### src/rtl/stepdim_pkg.sv
package stepdim_pkg;

  // number of reference levels and width of the step index
  localparam int unsigned LEVELS = 4;
  localparam int unsigned STEP_W = $clog2(LEVELS);

  // strobes from the control half to the step datapath
  typedef struct packed {
    logic advance;   // one brown-out event seen
    logic clear;     // continuous brown-out reached hold time
  } stepStrobe_t;

endpackage

### src/rtl/stepdim_ctrl.sv
module stepdim_ctrl
  import stepdim_pkg::*;
#(
  parameter int unsigned SYNC_STAGES = 2,
  parameter int unsigned HOLD_TICKS  = 300
) (
  input  logic        clk,
  input  logic        supplyRst,
  input  logic        boNotOk,
  input  logic        boLevel,
  input  logic        tick,
  output stepStrobe_t strobes
);

  localparam int unsigned CNT_W = (HOLD_TICKS > 1) ? $clog2(HOLD_TICKS) : 1;
  localparam logic [CNT_W-1:0] LAST_CNT = CNT_W'(HOLD_TICKS - 1);

  logic [SYNC_STAGES-1:0] evtSync;
  logic [SYNC_STAGES-1:0] lvlSync;
  logic                   evtPrev;
  logic                   evtSeen;
  logic                   lvlSeen;
  logic [CNT_W-1:0]       holdCnt;
  logic                   holdFired;
  logic                   holdDone;

  // two-or-more flop synchronizers for the asynchronous inputs
  always_ff @(posedge clk or posedge supplyRst) begin
    if (supplyRst) begin
      evtSync <= '0;
      lvlSync <= '0;
      evtPrev <= 1'b0;
    end else begin
      evtSync <= {evtSync[SYNC_STAGES-2:0], boNotOk};
      lvlSync <= {lvlSync[SYNC_STAGES-2:0], boLevel};
      evtPrev <= evtSeen;
    end
  end

  assign evtSeen = evtSync[SYNC_STAGES-1];
  assign lvlSeen = lvlSync[SYNC_STAGES-1];

  // hold timer: counts ticks of a continuous brown-out, fires once
  always_ff @(posedge clk or posedge supplyRst) begin
    if (supplyRst) begin
      holdCnt   <= '0;
      holdFired <= 1'b0;
    end else if (!lvlSeen) begin
      holdCnt   <= '0;
      holdFired <= 1'b0;
    end else if (tick && !holdFired) begin
      if (holdCnt == LAST_CNT) begin
        holdCnt   <= '0;
        holdFired <= 1'b1;
      end else begin
        holdCnt <= holdCnt + 1'b1;
      end
    end
  end

  assign holdDone = lvlSeen & tick & ~holdFired & (holdCnt == LAST_CNT);

  always_comb begin
    strobes.advance = evtSeen & ~evtPrev;
    strobes.clear   = holdDone;
  end

endmodule

### src/rtl/stepdim_datapath.sv
module stepdim_datapath
  import stepdim_pkg::*;
(
  input  logic              clk,
  input  logic              supplyRst,
  input  stepStrobe_t       strobes,
  output logic [STEP_W-1:0] stepIdx,
  output logic [LEVELS-1:0] refSel,
  output logic              startupDim
);

  logic [STEP_W-1:0] stepQ;
  logic [STEP_W-1:0] stepNext;

  // clear has priority over advance; advance wraps naturally
  always_comb begin
    stepNext = stepQ;
    if (strobes.clear) begin
      stepNext = '0;
    end else if (strobes.advance) begin
      stepNext = stepQ + 1'b1;
    end
  end

  always_ff @(posedge clk or posedge supplyRst) begin
    if (supplyRst) begin
      stepQ <= '0;
    end else begin
      stepQ <= stepNext;
    end
  end

  // one select line per reference level
  for (genvar lvl = 0; lvl < LEVELS; lvl++) begin : g_sel
    assign refSel[lvl] = (stepQ == STEP_W'(lvl));
  end

  assign stepIdx    = stepQ;
  assign startupDim = |stepQ;

endmodule

### src/rtl/stepdim_top.sv
module stepdim_top
  import stepdim_pkg::*;
#(
  parameter int unsigned SYNC_STAGES = 2,
  parameter int unsigned HOLD_TICKS  = 300
) (
  input  logic              clk,
  input  logic              supplyRst,
  input  logic              boNotOk,
  input  logic              boLevel,
  input  logic              tick,
  output logic [STEP_W-1:0] stepIdx,
  output logic [LEVELS-1:0] refSel,
  output logic              startupDim
);

  stepStrobe_t strobes;

  stepdim_ctrl #(
    .SYNC_STAGES(SYNC_STAGES),
    .HOLD_TICKS (HOLD_TICKS)
  ) u_ctrl (
    .clk      (clk),
    .supplyRst(supplyRst),
    .boNotOk  (boNotOk),
    .boLevel  (boLevel),
    .tick     (tick),
    .strobes  (strobes)
  );

  stepdim_datapath u_dp (
    .clk       (clk),
    .supplyRst (supplyRst),
    .strobes   (strobes),
    .stepIdx   (stepIdx),
    .refSel    (refSel),
    .startupDim(startupDim)
  );

endmodule

### config.mk
export PLATFORM = sky130hd
export DESIGN_NAME = stepdim_top
export DESIGN_NICKNAME = d
export VERILOG_FILES = /design/src/rtl/stepdim_pkg.sv /design/src/rtl/stepdim_ctrl.sv /design/src/rtl/stepdim_datapath.sv /design/src/rtl/stepdim_top.sv
export SDC_FILE = /design/constraint.sdc
export NUM_CORES = 1
export LEC_CHECK = 0
export BUFFER_PORTS_ARGS = -buffer_cell sky130_fd_sc_hd__buf_4
export CORE_UTILIZATION = 30
export DETAILED_ROUTE_END_ITERATION = 10
export PLACE_DENSITY = 0.54
export SLEW_MARGIN = 5
export SYNTH_ARGS = -nofsm -noshare
export SYNTH_HDL_FRONTEND = slang
export SYNTH_SLANG_ARGS = --single-unit
### constraint.sdc
create_clock -name clk -period 1.9 [get_ports clk]
set_input_delay 0.095 -clock clk [delete_from_list [all_inputs] [get_ports clk]]
set_output_delay 0.095 -clock clk [all_outputs]
set_load 0.05 [all_outputs]
# After elaboration in Yosys (flattened, before gate mapping)
# Index checks and enable logic that the tools add are counted.
# word_totals
register_bits	17
input_bits	5
out_inout_bits	7
word_cells	34
# op_classes
addsub	2
eq_ne	6
mux	8
n_bitwise	6
reduce_logical	6
# op_table
cell	n
9-bit 2-to-1 mux	3
9-bit by 1-bit adder with 9-bit output, second input constant	1
9-bit == test, second input constant	1
1-bit bitwise AND	4
2-bit == test, second input constant	2
2-bit 2-to-1 mux	2
2-bit inequality test, second input constant	2
1-bit 2-to-1 mux	3
2-bit by 1-bit adder with 2-bit output, second input constant	1
2-bit by 1-bit == test with 1-bit output, second input constant	1
2-bit zero test	1
1-bit inverter	2
2-bit AND reduction	1
2-bit nonzero test	1
2-bit OR reduction	1
1-bit logical AND	1
1-bit zero test	1

# Longest topological paths before layout
# Gate-level depths: netlist of the first run.
# depth
ltp_word	4
ltp_mapped	5
ltp_nobuf	5

# Cells and area by module
# Synthesis of the first run repeated with hierarchy kept, for this count alone.
# unflattened
cells_unflattened	80
hier_area_um2	863.3
# by_module_without_submodules
module	n_inst	cells_per_inst	area_each_um2	seq_area_each_um2
stepdim_ctrl	1	65	709.4	375.4
stepdim_datapath	1	15	153.9	50.0

# Least setup slack after synthesis of the first run
# No wires, ideal clock.
# synth_path
path_kind	reg-to-output
startpoint	register u_dp.stepQ[0] (netlist: u_dp.stepIdx[0])
endpoint	output startupDim
arrival_ns	1.608
required_time_ns	1.805
setup_slack_ns	0.197
stages_incl_launch_ff	4
n_path_buf	0
path_cell_list	dfrtp_1 -> inv_1 -> ha_1 -> inv_1
# synth_between
elab_chain_cells	1
# synth_lines
element	line	text
from (decl)	stepdim_datapath.sv:12	logic [STEP_W-1:0] stepQ;
from (signal assigned)	stepdim_datapath.sv:29	stepQ <= stepNext;
2-bit OR reduction	stepdim_datapath.sv:39	assign startupDim = |stepQ;
to (decl)	stepdim_top.sv:14	output logic startupDim
# No other way between the ends.

# Final worst setup path of the first run
# layout_path
startpoint	register u_ctrl.holdCnt[0]
endpoint	register u_ctrl.holdCnt[3]
# layout_between
elab_chain_cells	4
word_cells_on_any_way	5
cone_classes	add/sub: 1; eq/ne: 1; mux: 3
# layout_lines
element	line	text
from (decl)	stepdim_ctrl.sv:23	logic [CNT_W-1:0] holdCnt;
from (signal assigned)	stepdim_ctrl.sv:56	holdCnt <= holdCnt + 1'b1;
9-bit by 1-bit adder with 9-bit output / 9-bit == test (equally long branches)	stepdim_ctrl.sv:56, stepdim_ctrl.sv:52	
9-bit 2-to-1 mux *	stepdim_ctrl.sv:52	if (holdCnt == LAST_CNT) begin
9-bit 2-to-1 mux *	stepdim_ctrl.sv:51	end else if (tick && !holdFired) begin
9-bit 2-to-1 mux *	stepdim_ctrl.sv:48	end else if (!lvlSeen) begin
# Mark *: on every way between the ends. The rest lies on a longest branch, timed or not. The select of a mux whose other input is x is not followed.
# A chain may end at the register's enable or synchronous reset.

==> run summary, run 1 <==
Area Overhead vs Synth: 19.5%
Clock Tree Root: clkbuf_4
number of global-route vias before repair: 550
first-pass GRT wire length: 2490 um
r2r setup slk: 0.35 ns
Setup Fix Bufs, Post-CTS: 0
met1 wire length: 718 um
Max-Slew Margin vs Limit: 0.574
Initial DRC Count: 8
hold violation count in the final report: 0
Leak: 0.444 nW
PD cells: 1150 nW/um^2
setup violators final: 0
GRT Overall Usage: 0.121
Mean Syn Cell Area: 10.9 um^2
Port Buf Inserts: 11
wire per inst: 11.6 um
actual slew at the worst max-slew pin: 0.638 ns
syn nets: 86
Row Count: 18
Mapped Cells: 76
final worst path period share: 0.816
Comb pwr share: 0.458
VDD IR max: 0.742 mV
Int Pwr: 628 uW
CTS Buf Count: 3
CP endpoint kind: register
highest routed layer: met4
Initial Util: 0.326
max-slew violations: 0
Resized cells post-CTS: 0
CP required: 2.08 ns
class of the worst hold path: primary input to register
Die Span Y: 54.6 um
Power, Total: 1.14 mW
Post-Route Setup TNS: 0 ns
Post-Place Cells: 115
clock skew: 0.00906 ns
RSZ-0062 raised after global routing: no
commonest non-fill, non-tap cell in the layout: dfrtp_1
RD Place Congestion: 0.793
final hold slack: 0.194 ns
power share of the clock group: 0.167
Routed Antenna Nets: 0
share of cells above drive strength 1: 0.196
most frequent cells in the layout: dfrtp_1, buf_4, nor2_1
worst-path maximum fanout: 6
antenna violations before repair: 0
WL met3: 45 um
Layout Cells excl Fill: 122
final WL: 1420 um
core footprint: 2540 um^2
Synth Register Bits: 17
post-route minimum period: 1.55 ns
grt total ovfl: 0
Clock Sink Count: 17
crit path kind: register to register
Final Util: 0.389
sw frac: 0.450
status: completed
final-stage net count: 103
vias per cell: 4.66
worst-skew pair later-pin latency: 0.29 ns
Worst setup SP type: register
MaxCap Viol Count: 0
CTS tree: built
sequential cell fraction of total power: 0.375
DR vias: 568
post-synthesis sequential area ratio: 0.513
Clock transition at path regs: 0.10 ns
Netlist cell types: 22
Critical Path AT: 1.73 ns
post-detail-place hpwl: 1050 um
diode count: 0
DRT Pass-1 Iters: 4
WL met2: 610 um
num ports: 12
Die W: 54.6 um
die area: 2980 um^2
maximum clock rate: 0.645 GHz
# DRC: 0
CTS H-tree depth: 1
Clock Tree Buf Depth: 2
Psw: 514 uW
largest net degree at the start of global routing: 18
Yosys warnings: 0
Post-Syn Area: 830 um^2
-- power by group through the flow --
stage	combinational, mW	sequential, mW	clock [mW]
after floorplan	0.327	0.502	0
after global placement	0.518	0.436	0
after detailed placement	0.523	0.437	0
after CTS	0.528	0.429	0.199
after global routing	0.552	0.435	0.214
final	0.523	0.428	0.191
-- flip-flops by register name, indices dropped and copies added, names as in the netlist --
register and flops:
u_ctrl.evtPrev 1, u_ctrl.lvlSync 2, u_ctrl.evtSync 2, u_dp.stepIdx 2, u_ctrl.holdFired 1, u_ctrl.holdCnt 9
-- cells by family after synthesis --
| logic type | share of synthesized area |
|---|---|
| simple gates | 0.170 |
| flops | 0.513 |
| compound gates | 0.119 |
| xor+xnor | 0.0739 |
| buf+inv | 0.0362 |
| fa+ha+maj | 0.0754 |
| mux | 0.0121 |
-- what timing repair did --
action / CTS / global route
endpoints found under the hold margin: 19 / 0
hold buffers: 3 / 0
endpoints found under the setup margin: 0 / 0
-- path summary, 6_finish.rpt --
check | from | endpoint | cells after the start
worst max-delay path | u_ctrl.holdCnt[0]$_DFFE_PP0P_ | u_ctrl.holdCnt[3]$_DFFE_PP0P_ | 5
worst min register to register | u_ctrl.lvlSync[0]$_DFF_PP0_ | u_ctrl.lvlSync[1]$_DFF_PP0_ | 0
min in group asynchronous | supplyRst | u_ctrl.holdCnt[6]$_DFFE_PP0P_ | 3
worst min-delay path | tick | u_ctrl.holdCnt[0]$_DFFE_PP0P_ | 4
max in group asynchronous | supplyRst | u_ctrl.holdCnt[8]$_DFFE_PP0P_ | 3
worst max register to register | u_ctrl.holdCnt[0]$_DFFE_PP0P_ | u_ctrl.holdCnt[3]$_DFFE_PP0P_ | 5
-- critical path: stages (launching register included) --
cell,delay [ns]
dfrtp_1,0.39
ha_1,0.25
nor4b_2,0.25
nand4_2,0.18
o21ai_2,0.27
nor2_1,0.09
-- through the flow --
step	instance area, um^2	setup slack, ns
final	991	0.349
after global routing	991	0.202
after CTS	991	0.351
after detailed placement	935	0.369
after global placement	935	0.427
after floorplan	830	0.197
-- synth_stat cells --
| master | n | share of area |
|---|---|---|
| dfrtp_1 | 17 | 0.51 |
| nor2_1 | 9 | 0.041 |
| xnor2_1 | 7 | 0.074 |
| a21oi_1 | 6 | 0.036 |
| ha_1 | 5 | 0.075 |
| inv_1 | 4 | 0.018 |
| nand2_1 | 4 | 0.018 |
| nand3_1 | 4 | 0.024 |
| a211oi_1 | 3 | 0.027 |
| a21boi_0 | 3 | 0.027 |
| nor2b_1 | 3 | 0.023 |
| buf_6 | 1 | 0.014 |
| clkbuf_1 | 1 | 0.0045 |
| mux2i_1 | 1 | 0.012 |
| nand2b_4 | 1 | 0.017 |
| nand4_1 | 1 | 0.0075 |
| nand4_2 | 1 | 0.015 |
| nor4_1 | 1 | 0.0075 |
| nor4b_2 | 1 | 0.018 |
| o211ai_1 | 1 | 0.0091 |
| o21a_1 | 1 | 0.0091 |
| o21ai_2 | 1 | 0.011 |
-- cell type report --
type	instances	area, um^2
clock buffers	4	26.3
fillers	261	1550
inverters	4	15.0
multi-input cells	53	374
flip-flops and latches	17	425
well taps	30	37.5
repair buffers	14	113
-- layer usage --
metal | vias up | global-route usage
li1 | 289 | -
met1 | 263 | 0.169
met2 | 11 | 0.167
met3 | 5 | 0.0250
met4 | 0 | 0.0769
met5 | - | 0
No activity file was read; power rests on OpenSTA's default activity.
==> run 2: changes to the inputs <==
- ABC_AREA: not set -> 1
- clock period: 1.9 -> 1.5 ns (I/O delays scaled with it)
==> run 2 against run 1 <==
  * Sequential share of layout area fell by 4.7 points
  * Global-route usage is 0.57 points lower
  * Core utilization up 0.18 points
  * Worst setup slack worse by 0.19 ns
  * Synthesized cell count rose by 54%
  * Die area rose by 12%
  * Combinational power up 37%
  * Critical path depth shrank 1
  * Worst hold slack improved by 0.054 ns
  * Clock skew down 0.0062 ns
  * Design area rose by 13%
==> run summary, run 2 <==
status: completed
DRT Pass-1 Iters: 4
Critical Path Stages: 4
grt total ovfl: 0
CP Capture Point: startupDim
Clock Tree Root: clkbuf_4
wire per inst: 9.64 um
Critical path origin: u_dp.stepIdx[0]$_DFFE_PP0P_
worst path bufs/invs: 3
maximum clock rate: 0.747 GHz
largest net degree at the start of global routing: 18
Final Instance Area: 1120 um^2
CP required: 1.42 ns
Area Overhead vs Synth: 19.9%
DR vias: 722
Crit-path slowest cell: dfrtp_2
crit path kind: register to primary output
VDD IR max: 0.751 mV
EDFF count, synth: 0
class of the worst hold path: primary input to register
Worst path max stage delay: 0.45 ns
placed cell areas: 1060 um^2
most frequent cells in the layout: nand2_1, inv_1, dfrtp_1
RD Place Congestion: 0.813
final-stage net count: 145
CTS tree: built
die area: 3330 um^2
PD cells: 1350 nW/um^2
hold path startpoint: tick
Largest register FFs: 9
CP endpoint kind: primary output
vias per cell: 4.38
Clock Sink Count: 17
pre-CTS setup slack: 0.232 ns
Post-Syn Area: 931 um^2
Clock transition at path regs: 0.10 ns
Mapped Cells: 117
GRT Overall Usage: 0.115
syn nets: 127
Comb pwr share: 0.477
num ports: 12
CTS Buf Count: 3
share of cells above drive strength 1: 0.216
Mean Syn Cell Area: 7.96 um^2
hold violation count in the final report: 0
r2r setup slk: 0.21 ns
final hold slack: 0.248 ns
number of global-route vias before repair: 736
diode count: 0
Psw: 688 uW
max-slew violations: 0
synth top area cells: dfrtp_1, nand2_1, inv_1
Initial Util: 0.326
worst reg2reg path startpoint: u_ctrl.holdCnt[1]$_DFFE_PP0P_
cell with the most instances after synthesis: nand2_1
RSZ-0062 raised after global routing: no
post-synthesis sequential area ratio: 0.457
Commonest cells post-synth: nand2_1, inv_1, dfrtp_1, nand3_1, nor2_1
# DRC: 0
Sequential Area: 427 um^2
Layout Cells excl Fill: 165
Clock Tree Buf Depth: 2
sw frac: 0.456
Row Count: 19
r2r endpoint: u_dp.stepIdx[0]$_DFFE_PP0P_
Post-synth ARST share: 1.00
Setup Fix Bufs, Post-CTS: 0
Netlist cell types: 15
top cell type's share of synthesized area: 0.457
final worst path period share: 0.892
setup violators final: 0
Yosys warnings: 0
core footprint: 2850 um^2
Final Util: 0.391
Synth Register Bits: 17
clock skew: 0.00291 ns
Largest delay share family, worst path: flip-flops
Initial DRC Count: 6
Int Pwr: 821 uW
Worst setup SP type: register
Post-Route Setup TNS: 0 ns
power share of the clock group: 0.160
post-route minimum period: 1.34 ns
# fillers: 312
post-detail-place hpwl: 1260 um
worst-skew pair later-pin latency: 0.29 ns
Resized cells post-CTS: 0
worst-path maximum fanout: 5
CTS Hold Buffers Added: 3
sequential cell fraction of total power: 0.363
Post-Place Cells: 158
Top reg by flops: u_ctrl.holdCnt
Max-Slew Margin vs Limit: 0.573
Die Span Y: 57.7 um
reg2reg path depth: 7
Power, Total: 1.51 mW
Primary FF master, synth: dfrtp_1
post-route setup slack: 0.162 ns
commonest non-fill, non-tap cell in the layout: nand2_1
Die W: 57.7 um
Port Buf Inserts: 11
Leak: 0.605 nW
final WL: 1590 um
MaxCap Viol Count: 0
antenna violations before repair: 0
first-pass GRT wire length: 2930 um
actual slew at the worst max-slew pin: 0.640 ns
dominant cell type by area after synthesis: dfrtp_1
Routed Antenna Nets: 0
CTS H-tree depth: 1
Critical Path AT: 1.26 ns
worst path cell trace: inv_1, ha_4, clkinvlp_4, buf_4
multi-input logic area: 424 um^2
## run 2: cell count changes after synthesis, moves of 2 or more
cell | before | now
nand2_1 | 4 | 42
a21boi_0 | 3 | 0
a211oi_1 | 3 | 0
nand4_1 | 1 | 3
a21oi_1 | 6 | 0
nor2b_1 | 3 | 0
inv_2 | 0 | 2
xnor2_1 | 7 | 0
xor2_1 | 0 | 4
nand3_2 | 0 | 2
nand3_1 | 4 | 7
inv_1 | 4 | 20
nor2_1 | 9 | 7
nor2_2 | 0 | 4
## run 2: cell type report
class	count	area share
inverters	22	0.0774
well taps	31	0.0348
clock buffers	3	0.0202
multi-input cells	77	0.380
clock inverters	1	0.00448
repair buffers	14	0.101
flip-flops and latches	17	0.382
## run 2: how the worst min path moves through the flow
stage                                    end  slack (ns)  depth (start not counted)
2_1_floorplan       u_ctrl.evtPrev$_DFF_PP0_       0.001                          1
3_3_place_gp     u_ctrl.evtSync[0]$_DFF_PP0_        0.19                          1
3_5_place_dp     u_ctrl.lvlSync[0]$_DFF_PP0_        0.19                          1
4_1_cts        u_ctrl.holdCnt[7]$_DFFE_PP0P_        0.25                          5
5_1_grt        u_ctrl.holdCnt[1]$_DFFE_PP0P_        0.31                          5
6_report       u_ctrl.holdCnt[7]$_DFFE_PP0P_        0.25                          5
## run 2: power groups by stage
stage               Combinational (mW)  Sequential, mW  Clock [mW]
floorplan                        0.483           0.640           0
global placement                 0.721           0.557           0
detailed placement               0.718           0.560           0
CTS                              0.727           0.551       0.257
global route                     0.760           0.559       0.276
finish                           0.719           0.548       0.242
## run 2: worst reg2reg max path, cell delays in order, from the launching register on
cell	delay, ns
dfrtp_1	0.39
ha_1	0.24
nand2_1	0.07
nor2_1	0.14
and2_4	0.17
nand3_2	0.07
nand2_1	0.08
inv_1	0.03
## run 2: metal layers
layer  global-route usage  vias to the layer above  share of wire
li1                     -                      381              -
met1                0.137                      331           0.48
met2                0.193                        8           0.48
met3               0.0290                        2          0.028
met4               0.0612                        0          0.016
met5                    0                        -              0
## run 2: cells by family after synthesis
family | share of synthesized area
buf+inv | 0.101
simple gates | 0.337
xor+xnor | 0.0376
fa+ha+maj | 0.0672
flops | 0.457
